### src/rtl/pcs_pkg.sv
package pcs_pkg;
  localparam logic [7:0] CTL_ADDR_DEF = 8'h8F;
  localparam logic [7:0] CTL_MASK_DEF = 8'h2F;
  localparam int BIT_X2    = 0;
  localparam int N_PERIPH  = 4;

  // peripheral channel index -> control bit position
  function automatic int periph_bit(input int idx);
    case (idx)
      0:       return 1;  // timer 0
      1:       return 2;  // timer 1
      2:       return 3;  // serial port
      default: return 5;  // watchdog
    endcase
  endfunction
endpackage

### src/rtl/pcs_sfr.sv
module pcs_sfr #(
  parameter int ADDR_W = 8,
  parameter int DATA_W = 8,
  parameter logic [ADDR_W-1:0] CTL_ADDR = 8'h8F,
  parameter logic [DATA_W-1:0] CTL_MASK = 8'h2F
) (
  input  logic              clk,
  input  logic              rst,
  input  logic [ADDR_W-1:0] addr,
  input  logic [DATA_W-1:0] wdata,
  input  logic              we,
  output logic [DATA_W-1:0] rdata,
  output logic [DATA_W-1:0] ctl
);
  logic hit;
  assign hit = (addr == CTL_ADDR);

  always_ff @(posedge clk) begin
    if (rst) begin
      ctl   <= '0;
      rdata <= '0;
    end else begin
      if (we && hit) ctl <= wdata & CTL_MASK;
      rdata <= hit ? ctl : '0;
    end
  end
endmodule

### src/rtl/pcs_div.sv
module pcs_div #(
  parameter int SLOW_DIV = 12
) (
  input  logic clk,
  input  logic rst,
  output logic fast_tick,
  output logic slow_tick
);
  localparam int FAST_DIV = SLOW_DIV / 2;
  localparam int CW       = $clog2(SLOW_DIV);
  localparam logic [CW-1:0] LAST = CW'(SLOW_DIV - 1);
  localparam logic [CW-1:0] MID  = CW'(FAST_DIV - 1);

  logic [CW-1:0] cnt;

  always_ff @(posedge clk) begin
    if (rst)              cnt <= '0;
    else if (cnt == LAST) cnt <= '0;
    else                  cnt <= cnt + 1'b1;
  end

  assign slow_tick = (cnt == LAST);
  assign fast_tick = slow_tick || (cnt == MID);
endmodule

### src/rtl/pcs_chan.sv
module pcs_chan (
  input  logic clk,
  input  logic rst,
  input  logic fast_tick,
  input  logic slow_tick,
  input  logic want_slow,
  output logic stb
);
  logic slow_q;
  logic tick;

  assign tick = slow_q ? slow_tick : fast_tick;

  always_ff @(posedge clk) begin
    if (rst) begin
      slow_q <= 1'b1;
      stb    <= 1'b0;
    end else begin
      stb <= tick;
      if (tick) slow_q <= want_slow;
    end
  end
endmodule

### src/rtl/pcs_strobe_gen.sv
module pcs_strobe_gen #(
  parameter int SLOW_DIV = 12,
  parameter int ADDR_W   = 8,
  parameter int DATA_W   = 8,
  parameter logic [ADDR_W-1:0] CTL_ADDR = pcs_pkg::CTL_ADDR_DEF,
  parameter logic [DATA_W-1:0] CTL_MASK = pcs_pkg::CTL_MASK_DEF
) (
  input  logic              clk,
  input  logic              rst,
  input  logic [ADDR_W-1:0] sfr_addr,
  input  logic [DATA_W-1:0] sfr_wdata,
  input  logic              sfr_we,
  output logic [DATA_W-1:0] sfr_rdata,
  output logic              cpu_stb,
  output logic              tmr0_stb,
  output logic              tmr1_stb,
  output logic              ser_stb,
  output logic              wdt_stb
);
  localparam int NP = pcs_pkg::N_PERIPH;

  logic [DATA_W-1:0] ctl_q;
  logic              fast_tick, slow_tick;
  logic [NP-1:0]     periph_stb;
  logic              std_mode;

  pcs_sfr #(
    .ADDR_W(ADDR_W), .DATA_W(DATA_W),
    .CTL_ADDR(CTL_ADDR), .CTL_MASK(CTL_MASK)
  ) u_sfr (
    .clk(clk), .rst(rst), .addr(sfr_addr), .wdata(sfr_wdata),
    .we(sfr_we), .rdata(sfr_rdata), .ctl(ctl_q)
  );

  pcs_div #(.SLOW_DIV(SLOW_DIV)) u_div (
    .clk(clk), .rst(rst), .fast_tick(fast_tick), .slow_tick(slow_tick)
  );

  assign std_mode = ~ctl_q[pcs_pkg::BIT_X2];

  pcs_chan u_cpu (
    .clk(clk), .rst(rst), .fast_tick(fast_tick), .slow_tick(slow_tick),
    .want_slow(std_mode), .stb(cpu_stb)
  );

  for (genvar i = 0; i < NP; i++) begin : g_periph
    localparam int BITPOS = pcs_pkg::periph_bit(i);
    pcs_chan u_ch (
      .clk(clk), .rst(rst), .fast_tick(fast_tick), .slow_tick(slow_tick),
      .want_slow(std_mode | ctl_q[BITPOS]), .stb(periph_stb[i])
    );
  end

  assign tmr0_stb = periph_stb[0];
  assign tmr1_stb = periph_stb[1];
  assign ser_stb  = periph_stb[2];
  assign wdt_stb  = periph_stb[3];
endmodule

### config.mk
export PLATFORM = sky130hd
export DESIGN_NAME = pcs_strobe_gen
export DESIGN_NICKNAME = d
export VERILOG_FILES = /design/src/rtl/pcs_pkg.sv /design/src/rtl/pcs_sfr.sv /design/src/rtl/pcs_div.sv /design/src/rtl/pcs_chan.sv /design/src/rtl/pcs_strobe_gen.sv
export SDC_FILE = /design/constraint.sdc
export NUM_CORES = 1
export LEC_CHECK = 0
export BUFFER_PORTS_ARGS = -buffer_cell sky130_fd_sc_hd__buf_2
export CORE_AREA = 5 5 53 55
export DETAILED_ROUTE_END_ITERATION = 8
export DIE_AREA = 0 0 58 60
export PLACE_DENSITY = 0.74
export SETUP_SLACK_MARGIN = 0.15
export SLEW_MARGIN = 20
export SYNTH_ARGS = -nofsm -noshare
export SYNTH_HDL_FRONTEND = slang
export SYNTH_HIERARCHICAL = 1
export SYNTH_SLANG_ARGS = --single-unit
### constraint.sdc
create_clock -name clk -period 3 [get_ports clk]
set_input_delay 0.3 -clock clk [delete_from_list [all_inputs] [get_ports clk]]
set_output_delay 0.3 -clock clk [all_outputs]
set_load 0.02 [all_outputs]
# After elaboration in Yosys (flattened, before gate mapping)
# Index checks and enable logic that the tools add are counted.
# totals
regBits,24
out_inout_bits,13
# op_classes
addsub,1
eq_ne,3
n_mux,5
bitwise,6
reduce_logical,4
# ops
op,n
$eq A8 B8 Y1 const B,1
$mux W1,5
$add A4 B1 Y4 const B,1
$eq A4 B3 Y1 const B,1
$eq A4 B4 Y1 const B,1
$or A1 B1 Y1,4
$reduce_or A2 Y1,2
$not A1 Y1,2
$logic_and A1 B1 Y1,1
$logic_or A1 B1 Y1,1

# Longest topological paths before layout
# depth
ltp_word,3
mapped_depth,6
ltp_nobuf,6

# Cells and area by module
# Netlist, hierarchy kept.
# by_module_without_submodules
module,n_inst,cells_each,area_per_inst_um2
pcs_sfr,1,43,491.7
pcs_chan,5,7,72.6
pcs_div,1,21,183.9
pcs_strobe_gen,1,5,28.8

# Worst setup path after synthesis
# No wires, ideal clock.
# synth_timing
kind,reg2reg
from,reg u_div.cnt[0]
to,reg g_periph[0].u_ch.slow_q
setup_ns,0.070
arrival_ns,1.438
required_time_ns,2.930
slack_ns,1.491
path_stages_with_launch,7
period_less_slack_ns,1.509
cell_sequence,dfxtp_1 ha_1 nand2_1 nor2_1 a31o_2 a21oi_1 o21bai_1
# synth_via
elab_chain_cells,3
elab_cells_between_ends,4
classes_between,2 x eq/ne; 1 x mux; 1 x reduce/logical
# synth_lines
item,line,source
"start, declared",pcs_div.sv:14,logic [CW-1:0] cnt;
"start signal, assigned",pcs_div.sv:19,else cnt <= cnt + 1'b1;
$eq A4 B4 Y1,pcs_div.sv:22,assign slow_tick = (cnt == LAST);
via slow_tick,pcs_strobe_gen.sv:23,"logic fast_tick, slow_tick;"
$logic_or A1 B1 Y1,pcs_div.sv:23,assign fast_tick = slow_tick || (cnt == MID);
via fast_tick,pcs_strobe_gen.sv:23,
$mux W1,pcs_chan.sv:12,assign tick = slow_q ? slow_tick : fast_tick;
"end signal, assigned",pcs_chan.sv:20,if (tick) slow_q <= want_slow;
"end, declared",pcs_chan.sv:9,logic slow_q;
# The timed path passes the listed nets, and every way through them passes these cells.
# A chain may end at the register's enable or synchronous reset.

# Final worst setup path
# layout_timing
from,reg u_div.cnt[0]
to,reg g_periph[2].u_ch.slow_q
# layout_via
elab_chain_cells,3
elab_cells_between_ends,4
classes_between,2 x eq/ne; 1 x mux; 1 x reduce/logical
# layout_lines
item,line
$eq A4 B4 Y1,pcs_div.sv:22
via slow_tick,pcs_strobe_gen.sv:23
$logic_or A1 B1 Y1,pcs_div.sv:23
via fast_tick,pcs_strobe_gen.sv:23
$mux W1,pcs_chan.sv:12
"end signal, assigned",pcs_chan.sv:20
"end, declared",pcs_chan.sv:9
# The timed path passes the listed nets, and every way through them passes these cells.

==> impl_metrics.ini <==
[route]
drc = 0
dr.first_iter.drc_count = 10
dr.pass1.iters = 2
vias = 725
ant_nets = 0
totalWireLength_um = 1670
via_per_inst = 4.62
wl_per_cell_um = 10.6

[sta]
slew_headroom = 0.543
setup_viol_count_final = 0
fin_crit_sh = 0.607
skew_ps = 3.78
rsz0062_at_grt = false
slew_viol_final = 0
finalHoldViolations = 0
max_freq_mhz = 550
setup_tns_ps = 0
min_period_ps = 1820
worst_slew_pin_slew_ps = 682

[critical_path]
cp.arrival_ps = 2060
required_ps = 3240
crit_chain = ha_1 -> nand2_1 -> nor2_1 -> a31o_2 -> a21oi_1 -> o21bai_1
cp-start-kind = flip-flop
path_max_fanout = 13
max_stage_delay_ps = 530
critPathCaptureType = flip-flop
crit_slowest_cell = nor2_1
critPathKind = flip-flop to flip-flop
reg2reg_depth = 6

[place]
dp_cells = 154
globalplace.congestion = 0.605
portBuffers = 25
dp_hpwl_um = 1240

[final_layout]
regArea_um2 = 480
fill_cells = 230
final_cells = 157
multiInputGateArea_um2 = 517
antenna_cells = 0
drive_above_1_share = 0.276
nNetsFinal = 150
area_growth_syn_to_layout_pct = 15.9

[die]
ios = 32
start_util = 0.446
die_x_um = 58
core_region_area_um2 = 2340
rows = 18
die_y_um = 60
fp.dieArea_um2 = 3480

[min_path]
holdPathStages = 3
hp-class = input port to flip-flop

[clock_tree]
cts_max_path_buffers = 2
clock-sinks = 24
clk_pin_slew_ps = 110
clock-root-buffer = clkbuf_4
clock_latency_ps = 300
cts_hold_buf = 0
post_cts_resized = 0
cts_tree = done
cts_setup_buffers = 0
htreeDepth = 1
cts_made_buffers = 3

[pwr]
cellPowerDensity_nw_per_um2 = 409
leakage_uw = 0.000559
peakVddDrop_mv = 0.292

[synth]
ys_warn_count = 6
synth_cells = 101
syn-cell-area_um2 = 1040
syn_avg_cell_area_um2 = 10.3

[run]
cap_violations = 0

[grt]
grt_overflow = 0
antenna_found_initial = 0
grt_pass1_vias = 727
grt_pass1_wl_um = 2860
grt_max_degree = 26
grt_use_total = 0.106

[run_status]
outcome = finished, final reports clean
## critical path, delay by kind of cell, from the launching register on
family                     cells  cell delay, ps
AOI/OAI and AO/OA              3             540
adders and majority gates      1             220
and+or+nand+nor                2             590
DFF                            1             420
## layout make-up
| class | count | share of cell area |
|---|---|---|
| clock buffers | 3 | 0.0186 |
| inverters | 4 | 0.0238 |
| multi-input cells | 71 | 0.427 |
| flip-flops and latches | 24 | 0.397 |
| well taps | 30 | 0.0310 |
| repair buffers | 25 | 0.103 |
## layer usage
layer / part of all wire / vias to the layer above / global-route usage
li1: - / 385 / -
met1: 0.43 / 323 / 0.114
met2: 0.50 / 13 / 0.187
met3: 0.049 / 4 / 0.0238
met4: 0.017 / 0 / 0.0695
met5: 0 / - / 0
## sequential cells by signal, summed over array words and instances (netlist names)
register,count
u_sfr/rdata,5
g_periph.u_ch/stb,4
u_cpu/slow_q,1
g_periph.u_ch/slow_q,4
u_cpu/stb,1
u_sfr/ctl,5
u_div/cnt,4
## cell usage in the layout (no fill, tap or decap)
cell type / n
buf_2: 25
nor3_2: 1
a21oi_1: 5
nor3_1: 2
mux2i_1: 11
inv_1: 2
nor2b_1: 5
nand4_1: 1
nand3_1: 1
bufinv_8: 1
nand4bb_4: 1
a31oi_1: 1
nor2_1: 8
clkbuf_4: 3
nand2b_1: 14
nor3_4: 1
a31o_2: 1
and2_1: 5
nand4b_4: 1
nand2_1: 2
o21bai_1: 5
dfxtp_1: 24
inv_2: 1
conb_1: 3
or3_1: 1
ha_1: 2
## path summary, 6_finish.rpt
path,startpoint,end,slack (ps)
max,u_div/cnt[0],g_periph[2].u_ch/slow_q,1180
max reg2reg,u_div/cnt[0],g_periph[2].u_ch/slow_q,1180
min,sfr_wdata[1],u_sfr/ctl[1],240
min reg2reg,u_sfr/ctl[1],u_sfr/ctl[1],490
## stage by stage
step | power, uW | instance area [um^2] | hold slack, ps | utilization | setup WS (ps)
floorplan | 358 | 1050 | 369 | - | 1490
detailed placement | 373 | 1190 | 474 | 0.507 | 1230
global route | 523 | 1210 | 231 | 0.517 | 898
CTS | 506 | 1210 | 229 | 0.517 | 1170
global placement | 370 | 1190 | 470 | 0.507 | 1230
finish | 496 | 1210 | 238 | 0.517 | 1180
## where the power goes
group	switching, uW	total (uW)	internal (uW)
registers	4.17	326	322
logic	18.3	38.5	20.2
clock network	84.1	131	46.9
(Power assumes the default switching activity.)
